<file path="config.mk">
export PLATFORM = sky130hd
export DESIGN_NAME = rx_stat_classifier
export DESIGN_NICKNAME = d
export VERILOG_FILES = /design/src/rtl/rx_stat_pkg.sv /design/src/rtl/rx_len_track.sv /design/src/rtl/rx_type_match.sv /design/src/rtl/rx_evt_sticky.sv /design/src/rtl/rx_stat_classifier.sv
export SDC_FILE = /design/constraint.sdc
export NUM_CORES = 1
export LEC_CHECK = 0
export ABC_AREA = 0
export CORE_MARGIN = 1.5
export CORE_UTILIZATION = 25
export CTS_CLUSTER_SIZE = 12
export DETAILED_ROUTE_END_ITERATION = 8
export MAX_ROUTING_LAYER = met4
export SLEW_MARGIN = 30
export SYNTH_ARGS = -nofsm -noshare
export SYNTH_HDL_FRONTEND = slang
export SYNTH_HIERARCHICAL = 1
export SYNTH_SLANG_ARGS = --single-unit
</file>
<file path="constraint.sdc">
create_clock -name clk -period 5.53 [get_ports clk]
set_input_delay 1.106 -clock clk [delete_from_list [all_inputs] [get_ports clk]]
set_output_delay 1.106 -clock clk [all_outputs]
set_load 0.02 [all_outputs]
</file>
<file path="src/rtl/rx_stat_pkg.sv">
// Package rx_stat_pkg
// Holds the status-word bit positions shared by the classifier and its bench-facing documentation.
// Assumes a 16-bit status word whose bit layout is decoded by the descriptor writer downstream.
package rx_stat_pkg;
    localparam int ST_W      = 16;
    localparam int B_OVMAX   = 3;
    localparam int B_CTRL    = 5;
    localparam int B_INT     = 6;
    localparam int B_SLOW    = 7;
    localparam int B_ALIGN   = 8;
    localparam int B_CRC     = 9;
    localparam int B_OVF     = 10;
    localparam int B_LONG    = 11;
    localparam int B_GOOD    = 14;
    localparam int B_HALT    = 15;

    // Mask of every bit that counts as an error for the good flag and the interrupt
    localparam logic [ST_W-1:0] ERR_MASK =
        (ST_W'(1) << B_OVMAX) | (ST_W'(1) << B_ALIGN) | (ST_W'(1) << B_CRC) |
        (ST_W'(1) << B_OVF)   | (ST_W'(1) << B_LONG)  | (ST_W'(1) << B_HALT);

    // Accumulated per-frame event flags
    typedef struct packed {
        logic ovf;
        logic phy;
    } evt_t;
endpackage

</file>
<file path="src/rtl/rx_len_track.sv">
// Module rx_len_track
// Counts the accepted bytes of the current frame and presents the index of the byte
// on the wire plus the length including that byte. The count saturates at all ones.
// Assumes start is only asserted together with step.
module rx_len_track #(
    parameter int LEN_W = 16
) (
    input  logic             clk,
    input  logic             rst_n,
    input  logic             start,
    input  logic             step,
    output logic [LEN_W-1:0] idx,
    output logic [LEN_W-1:0] len_now
);
    localparam logic [LEN_W-1:0] LEN_MAX = {LEN_W{1'b1}};

    logic [LEN_W-1:0] cnt_q;

    // Index of the current byte and the length counting it
    always_comb begin
        idx     = start ? '0 : cnt_q;
        len_now = (step && idx != LEN_MAX) ? idx + 1'b1 : idx;
    end

    // Register the running count
    always_ff @(posedge clk) begin
        if (!rst_n)             cnt_q <= '0;
        else if (start || step) cnt_q <= len_now;
    end

    // within a frame the count never goes backwards
    a_r1_count_mono: assert property (@(posedge clk) disable iff (!rst_n)
        !start |=> cnt_q >= $past(cnt_q));
endmodule

</file>
<file path="src/rtl/rx_type_match.sv">
// Module rx_type_match
// Detects the MAC control type value in the two type bytes of the frame.
// Assumes idx is the zero-based position of the byte presented with step.
module rx_type_match #(
    parameter int          LEN_W    = 16,
    parameter int          TYPE_POS = 12,
    parameter logic [15:0] CTL_TYPE = 16'h8808
) (
    input  logic             clk,
    input  logic             rst_n,
    input  logic             start,
    input  logic             step,
    input  logic [LEN_W-1:0] idx,
    input  logic [7:0]       data,
    output logic             is_ctl
);
    localparam logic [LEN_W-1:0] POS_HI = LEN_W'(TYPE_POS);
    localparam logic [LEN_W-1:0] POS_LO = LEN_W'(TYPE_POS + 1);

    logic hi_q, ctl_q, hi_hit, lo_hit;

    // Compare the current byte against the expected half of the type field
    always_comb begin
        hi_hit = step && idx == POS_HI && data == CTL_TYPE[15:8];
        lo_hit = step && !start && idx == POS_LO && data == CTL_TYPE[7:0] && hi_q;
        is_ctl = (!start && ctl_q) || lo_hit;
    end

    // Remember partial and full matches for the rest of the frame
    always_ff @(posedge clk) begin
        if (!rst_n) begin
            hi_q  <= 1'b0;
            ctl_q <= 1'b0;
        end else if (step) begin
            hi_q  <= (!start && hi_q) || hi_hit;
            ctl_q <= is_ctl;
        end
    end

    // a full match never stands without the high byte having matched
    a_r7_ctl_needs_hi: assert property (@(posedge clk) disable iff (!rst_n)
        ctl_q |-> hi_q);
endmodule

</file>
<file path="src/rtl/rx_evt_sticky.sv">
// Module rx_evt_sticky
// Holds per-frame event flags from the first cycle they occur until the next frame starts.
// The "now" output already includes events of the current cycle.
module rx_evt_sticky #(
    parameter int W = 2
) (
    input  logic         clk,
    input  logic         rst_n,
    input  logic         clr,
    input  logic         en,
    input  logic [W-1:0] ev,
    output logic [W-1:0] now
);
    logic [W-1:0] q;

    // Merge held flags with this cycle's events
    always_comb now = (clr ? '0 : q) | ev;

    // Hold the merged flags while the frame is active
    always_ff @(posedge clk) begin
        if (!rst_n)  q <= '0;
        else if (en) q <= now;
    end

    // a recorded event is not lost until the next frame clears it
    a_r5_sticky_keep: assert property (@(posedge clk) disable iff (!rst_n)
        !clr |=> (q & $past(q)) == $past(q));
endmodule

</file>
<file path="src/rtl/rx_stat_classifier.sv">
// Module rx_stat_classifier
// Classifies one received frame at a time and reports its status word, length and
// interrupt one cycle after the frame ends or is halted.
// Assumes rx_sof and rx_eof are only meaningful with rx_valid, and rx_crc_ok and
// rx_resid are valid on the last byte.
module rx_stat_classifier #(
    parameter int          LEN_W     = 16,
    parameter int          MAX_STORE = 1520,
    parameter int          MAX_LEGAL = 1518,
    parameter int          TYPE_POS  = 12,
    parameter logic [15:0] CTL_TYPE  = 16'h8808
) (
    input  logic             clk,
    input  logic             rst_n,
    input  logic             rx_sof,
    input  logic             rx_valid,
    input  logic [7:0]       rx_data,
    input  logic             rx_eof,
    input  logic [2:0]       rx_resid,
    input  logic             rx_phy_err,
    input  logic             rx_fifo_full,
    input  logic             rx_crc_ok,
    input  logic             rx_enable,
    input  logic             halt_now,
    input  logic             long_en,
    input  logic             good_int_en,
    input  logic             path_10m,
    output logic [15:0]      stat_word,
    output logic [LEN_W-1:0] frame_len,
    output logic             stat_done,
    output logic             irq
);
    import rx_stat_pkg::*;

    localparam logic [LEN_W-1:0] LIM_STORE = LEN_W'(MAX_STORE);
    localparam logic [LEN_W-1:0] LIM_LEGAL = LEN_W'(MAX_LEGAL);

    logic             in_frame;
    logic             start, abort, step, active, fin_ok, finish;
    logic [LEN_W-1:0] idx, len_now;
    logic             is_ctl;
    evt_t             ev, evt_now;
    logic [ST_W-1:0]  st_c;
    logic             err_c;

    // Frame control events for this cycle
    always_comb begin
        start  = !in_frame && rx_sof && rx_valid && rx_enable && !halt_now;
        abort  = in_frame && (!rx_enable || halt_now);
        step   = start || (in_frame && !abort && rx_valid);
        active = start || (in_frame && !abort);
        fin_ok = step && rx_eof;
        finish = abort || fin_ok;
        ev.phy = active && rx_phy_err;
        ev.ovf = step && rx_fifo_full;
    end

    rx_len_track #(.LEN_W(LEN_W)) u_len (
        .clk(clk), .rst_n(rst_n), .start(start), .step(step),
        .idx(idx), .len_now(len_now)
    );

    rx_type_match #(.LEN_W(LEN_W), .TYPE_POS(TYPE_POS), .CTL_TYPE(CTL_TYPE)) u_type (
        .clk(clk), .rst_n(rst_n), .start(start), .step(step),
        .idx(idx), .data(rx_data), .is_ctl(is_ctl)
    );

    rx_evt_sticky #(.W($bits(evt_t))) u_evt (
        .clk(clk), .rst_n(rst_n), .clr(start), .en(active),
        .ev(ev), .now(evt_now)
    );

    // Assemble the status word as it would be reported if the frame ended now
    always_comb begin
        st_c            = '0;
        st_c[B_OVMAX]   = len_now > LIM_STORE;
        st_c[B_LONG]    = (len_now > LIM_LEGAL) && !long_en;
        st_c[B_ALIGN]   = !abort && (rx_resid != 3'd0) && !rx_crc_ok;
        st_c[B_CRC]     = evt_now.phy || (!abort && !rx_crc_ok);
        st_c[B_OVF]     = evt_now.ovf;
        st_c[B_HALT]    = abort;
        st_c[B_CTRL]    = is_ctl;
        st_c[B_SLOW]    = path_10m;
        err_c           = |(st_c & ERR_MASK);
        st_c[B_GOOD]    = !err_c;
        st_c[B_INT]     = err_c || good_int_en;
    end

    // Track frame occupancy and register the report at frame end
    always_ff @(posedge clk) begin
        if (!rst_n) begin
            in_frame  <= 1'b0;
            stat_word <= '0;
            frame_len <= '0;
            stat_done <= 1'b0;
            irq       <= 1'b0;
        end else begin
            in_frame  <= start ? !fin_ok : (in_frame && !finish);
            stat_done <= finish;
            irq       <= finish && st_c[B_INT];
            if (finish) begin
                stat_word <= st_c;
                frame_len <= len_now;
            end
        end
    end

    // the interrupt pulse coincides with the strobe and the interrupt bit
    a_r11_irq_pairs: assert property (@(posedge clk) disable iff (!rst_n)
        stat_done |-> irq == stat_word[B_INT]);
    a_r11_irq_only_done: assert property (@(posedge clk) disable iff (!rst_n)
        !stat_done |-> !irq);
    // a frame marked good carries no error bit
    a_r9_good_clean: assert property (@(posedge clk) disable iff (!rst_n)
        (stat_done && stat_word[B_GOOD]) |-> (stat_word & ERR_MASK) == '0);
    // beyond the stored maximum the long flag must also appear unless allowed
    a_r3_over_means_long: assert property (@(posedge clk) disable iff (!rst_n)
        (stat_done && stat_word[B_OVMAX] && !$past(long_en)) |-> stat_word[B_LONG]);
    // an alignment error always comes with a CRC error
    a_r4_align_has_crc: assert property (@(posedge clk) disable iff (!rst_n)
        (stat_done && stat_word[B_ALIGN]) |-> stat_word[B_CRC]);
    // every reported frame holds at least one byte
    a_r1_len_nonzero: assert property (@(posedge clk) disable iff (!rst_n)
        stat_done |-> frame_len != '0);
endmodule

</file>
Word level (Yosys, flattened, before mapping)
Cells that the tools add are included.
- flip-flop bits (word level): 49
- input port bits: 24
- output and inout port bits: 34
- word-level logic and storage cells: 68
- add/subtract/negate cells: 1
- magnitude comparators: 2
- equal/unequal tests: 5
- mux-type cells: 4
- bitwise operators: 1
- reduce and logical (&&, ||, !) cells: 46
- operator list (operator ; count):
    $eq 16x4->1 const B ; 2
    $gt 16x11->1 const B ; 2
    $mux 16 ; 2
    $logic_and 1x1->1 ; 25
    $add 16x1->16 const B ; 1
    $ne 16x16->1 const B ; 1
    $logic_not 1->1 ; 10
    $logic_or 1x1->1 ; 9
    $eq 8x4->1 const B ; 1
    $eq 8x8->1 const B ; 1
    $reduce_or 6->1 ; 1
    $reduce_bool 3->1 ; 1
    $mux 2 ; 1
    $or 2x2->2 ; 1
    $mux 1 ; 1

Logic depth before layout (Yosys ltp)
- word-level depth: 14
- mapped depth: 14
- depth with buffers taken out: 12

Hierarchy
Netlist, hierarchy kept.
- by module, submodules not included (module ; times used ; cells an instance ; area each (sq um) ; sequential area each (sq um)):
    rx_stat_classifier ; 1 ; 161 ; 1278.7 ; 580.6
    rx_len_track ; 1 ; 152 ; 1277.5 ; 320.3
    rx_type_match ; 1 ; 20 ; 182.7 ; 40.0
    rx_evt_sticky ; 1 ; 12 ; 102.6 ; 40.0

Worst setup path after synthesis
No wires, ideal clock.
- path type: input-to-reg
- start: in halt_now
- end: reg stat_word[6]
- setup time: 137 ps
- arrival time: 4584 ps
- data required time: 5393 ps
- path slack: 809 ps
- stages: 14
- buffers on the path: 2
- cell sequence: nand2b_1 nor3_1 buf_4 buf_2 nor2b_1 ha_1 nand4b_1 nor4_4 a2111oi_2 xnor2_1 nand4_2 o41a_1 a2111oi_2 a31oi_1
- elaborated cells on any way between the ends: 29
- classes of those cells: add/sub: 1; order compare: 2; eq/ne: 1; mux: 3; bitwise: 1; reduce/logical: 21
- RTL lines (what ; line ; text):
    from (decl) ; rx_stat_classifier.sv:24 ; input logic halt_now,
    $logic_not 1->1 (*) ; rx_stat_classifier.sv:48 ; start = !in_frame && rx_sof && rx_valid && rx_enable && !halt_now;
    $logic_and 1x1->1 (*) ; rx_stat_classifier.sv:48 ;
    named net start ; rx_stat_classifier.sv:39 ; logic start, abort, step, active, fin_ok, finish;
    $mux 16 (*) ; rx_len_track.sv:21 ; idx = start ? '0 : cnt_q;
    named net idx[1] ; rx_stat_classifier.sv:40 ; logic [LEN_W-1:0] idx, len_now;
    parallel branches: the longest is 2 deep, another holds $add 16x1->16 ; -- ;
    $mux 16 (*) ; rx_len_track.sv:22 ; len_now = (step && idx != LEN_MAX) ? idx + 1'b1 : idx;
    named net len_now[7] ; rx_stat_classifier.sv:40 ;
    $gt 16x11->1 ; rx_stat_classifier.sv:77 ; st_c[B_LONG] = (len_now > LIM_LEGAL) && !long_en;
    $logic_and 1x1->1 ; rx_stat_classifier.sv:77 ;
    $reduce_or 6->1 (*) ; rx_stat_classifier.sv:84 ; err_c = |(st_c & ERR_MASK);
    $logic_or 1x1->1 (*) ; rx_stat_classifier.sv:86 ; st_c[B_INT] = err_c || good_int_en;
    to (signal assigned) ; rx_stat_classifier.sv:102 ; stat_word <= st_c;
    to (decl) ; rx_stat_classifier.sv:28 ; output logic [15:0] stat_word,
Mark *: on every way through the listed nets, which the timed path passes.
A chain may end at the register's enable or synchronous reset.

Final worst setup path
Ends and elaborated chain as after synthesis.

==> impl_metrics.csv <==
group,metric,value,unit
route,drt-wirelength-per-cell,13.7,um
place,routabilityCongestion,0.916,
timing,setup_viol,0,
cells_and_area,final_util,33.2,%
hold_path,hp-start,"frame_len[0]",
global_routing,grt_pass1_wl,11800,um
global_routing,gr-total-overflow,0,
route,dr.pass1.iters,5,
cells_and_area,final_area,3640,sq um
worst_setup_path,r2r_cells,12,
synth,synth.avg_cell_area,8.24,sq um
route,ant_nets,0,
cts,hold_buffers,0,
route,viasPerCell,4.85,
route,route.vias.total,2593,
synth,synth-compound-area-share,17.7,%
global_routing,grt_pass1_vias,2375,
floorplan,rows,38,
timing,rsz0062_at_grt,"false",
cells_and_area,antennaDiodeCount,0,
timing,final_hold_viol_count,0,
place,place_worst_setup_slack,0.511,ns
timing,worst_pin_slew,0.860,ns
cts,clockBufferDepth,2,
run,cap_violations,0,
timing,finalSetupTns,0,ns
synth,synth-seq-cells,49,
synth,synth-xor-area-share,3.39,%
route,drt_wl_total,7340,um
synth,ys.flop_type,"dfxtp_1",
cts,cts_tree,"done",
timing,fin_worst_skew,0.00435,ns
cells_and_area,drive_gt1_share,10.6,%
route,drc,0,
outcome,status,"completed",
pwr,ir_drop,0.129,mV
synth,yosys.area_share.adder,0.440,%
timing,slew_headroom,42.6,%
cts,post_cts_buffers,0,
cells_and_area,syn_to_final_growth,28.2,%
worst_setup_path,reg2reg_to,"stat_word[6]",
synth,ys_async_sr_fraction,0,%
worst_setup_path,arrival,4.91,ns
global_routing,grt_max_degree,42,
synth,synth-edff-count,0,
cts,clk_latency,0.29,ns
hold_path,min_to,"frame_len[0]",
pwr,power_density,202,nW/um^2
worst_setup_path,r2r-start,"in_frame",
synth,ys_types,66,
route,drtIter0Drc,166,
timing,fin_hold_ws,0.456,ns
synth,synth-simple-area-share,33.3,%
synth,synth_top_family_by_area,"simple AND/OR/NAND/NOR gates",
timing,max_freq,0.211,GHz
place,dpl-instance-area,3490,sq um
floorplan,initial_core_util,25.9,%
worst_setup_path,required,5.69,ns
floorplan,core-area,11000,sq um
hold_path,hold_path.class,"reg -> reg",
hold_path,min_delay_path_depth,2,
synth,yosys_warnings,6,
cts,cts_root_buf,"clkbuf_16",
cts,ctsResizeCount,0,
cts,clkTransAtPathRegs,0.07,ns
worst_setup_path,crit_path_end_kind,"flop",
floorplan,dieArea,12000,sq um
cts,cts_buffers,5,
global_routing,antenna_found_initial,0,
timing,timing.final.max_slew_violations,0,
timing,fin_ws,0.787,ns
worst_setup_path,reg2reg_slack,1.87,ns
worst_setup_path,path_class,"in -> reg",
synth,synthesis.area,2840,sq um
floorplan,die_w,110,um
synth,ys_seq_area_share,34.5,%
synth,synth_mux_area_share,5.11,%
worst_setup_path,cp-start-kind,"primary input",
global_routing,grt_usage,12.8,%
floorplan,die_h,110,um
place,hpwlAfterDp,5690,um
place,port_buffers,51,
floorplan,ios,58,
worst_setup_path,crit_path_max_fanout,13,
timing,period_needed,4.74,ns
timing,fin_crit_sh,85.8,%
cells_and_area,layout.nets,419,
synth,synth_cells,345,
cts,cts_max_level,2,
cts,cts.sinks,49,
pwr,leakagePower,0.00140,uW
-- metrics by stage --
stage,std cells,total power [uW]
2_1_floorplan,350,400
3_3_place_gp,527,428
4_1_cts,535,744
3_5_place_dp,527,429
5_1_grt,535,762
6_report,535,736
-- placed cells by master, fill, tap and decap left out, types with 3 or more instances in the layout --
cell,n
buf_4,5
nand2_1,73
a211oi_1,3
xnor2_1,7
a211oi_2,3
mux2i_1,13
a2111oi_2,3
inv_1,14
nor4_1,5
nand3_1,10
clkdlybuf4s50_1,51
clkbuf_16,5
nand2b_1,11
a21oi_1,29
conb_1,6
xor2_1,4
nor2_1,10
nand4_1,6
nor3_1,6
o21ai_0,4
a31oi_1,4
nand2b_4,3
dfxtp_1,49
and3_1,7
nor2b_1,9
-- final cells by class --
type / count / area (sq um)
well taps: 140 / 175
flip-flops and latches: 49 / 981
inverters: 15 / 56.3
multi-input cells: 267 / 1730
clock inverters: 2 / 13.8
clock buffers: 6 / 139
repair buffers: 56 / 548
fillers: 1153 / 7340
-- metal layers --
metal	part of all wire (%)	vias to the layer above	GRT usage (%)
met2	44	75	19.6
met4	0.54	0	2.23
met1	49	1209	17.7
li1	-	1304	-
met3	6.6	5	2.55
met5	0	-	-
-- power by group --
group	switching, uW	internal (uW)	leakage (uW)	total, uW
registers	1.35	355	0.000395	357
clock network	135	180	0.0000768	316
logic	34.9	29.0	0.000930	63.9
-- sequential cells by signal, indices dropped and copies added, names as in the netlist --
name,count
frame_len,16
in_frame,1
irq,1
stat_done,1
stat_word,10
u_evt/q,2
u_len/cnt_q,16
u_type/ctl_q,1
u_type/hi_q,1
-- worst max path at each step --
| stage | slack, ns | to | startpoint |
|---|---|---|---|
| global placement | 0.64 | stat_word[6] | halt_now |
| CTS | 0.79 | stat_word[6] | halt_now |
| floorplan | 0.81 | stat_word[6] | halt_now |
| finish | 0.79 | stat_word[6] | halt_now |
| detailed placement | 0.51 | stat_word[6] | halt_now |
| global route | 0.38 | stat_word[6] | halt_now |
-- cells by family (layout without fill, tap and decap cells) --
kind of cell	after synthesis	after routing
AOI/OAI and AO/OA	68	68
adders and majority gates	1	1
muxes	14	14
DFF	49	49
other	1	6
and+or+nand+nor	167	167
buffers and inverters	34	79
xor gates and xnor gates	11	11
-- cells in the mapped netlist (2+ instances only) --
| cell type | n | area [sq um] |
|---|---|---|
| o31a_1 | 2 | 17.5 |
| and3b_1 | 2 | 17.5 |
| dfxtp_1 | 49 | 981 |
| and3_1 | 7 | 43.8 |
| a21oi_1 | 29 | 145 |
| nand2_1 | 73 | 274 |
| nor2b_1 | 9 | 56.3 |
| and2_1 | 2 | 12.5 |
| nand2b_4 | 3 | 41.3 |
| or2_2 | 2 | 12.5 |
| nor3_1 | 7 | 35.0 |
| nand3_1 | 10 | 50.1 |
| o21ai_0 | 4 | 20.0 |
| a211oi_2 | 3 | 37.5 |
| nand4b_1 | 2 | 17.5 |
| xor2_1 | 4 | 35.0 |
| clkbuf_1 | 11 | 41.3 |
| nor2_1 | 10 | 37.5 |
| nand4_1 | 6 | 37.5 |
| inv_1 | 14 | 52.6 |
| o41ai_1 | 2 | 17.5 |
| o21a_1 | 2 | 15.0 |
| a21o_1 | 2 | 15.0 |
| xnor2_1 | 7 | 61.3 |
| nor4_4 | 2 | 42.5 |
| buf_4 | 7 | 52.6 |
| a2111oi_2 | 3 | 45.0 |
| mux2i_1 | 13 | 130 |
| o21ai_2 | 2 | 17.5 |
| a211oi_1 | 3 | 22.5 |
| nor4_1 | 5 | 31.3 |
| nand2b_1 | 11 | 68.8 |
| a31oi_1 | 4 | 25.0 |
-- critical path, stage by stage --
cell and delay (ns):
clkdlybuf4s50_1 0.48, nand2b_1 0.23, nor3_2 0.09, buf_4 0.19, nor2b_1 0.25, ha_1 0.29, nand4b_1 0.16, nor4_4 0.45
a21oi_1 0.20, xnor2_1 0.35, nand3_1 0.14, o41a_1 0.42, a2111oi_2 0.42, a31oi_1 0.13
(Power assumes the default switching activity.)
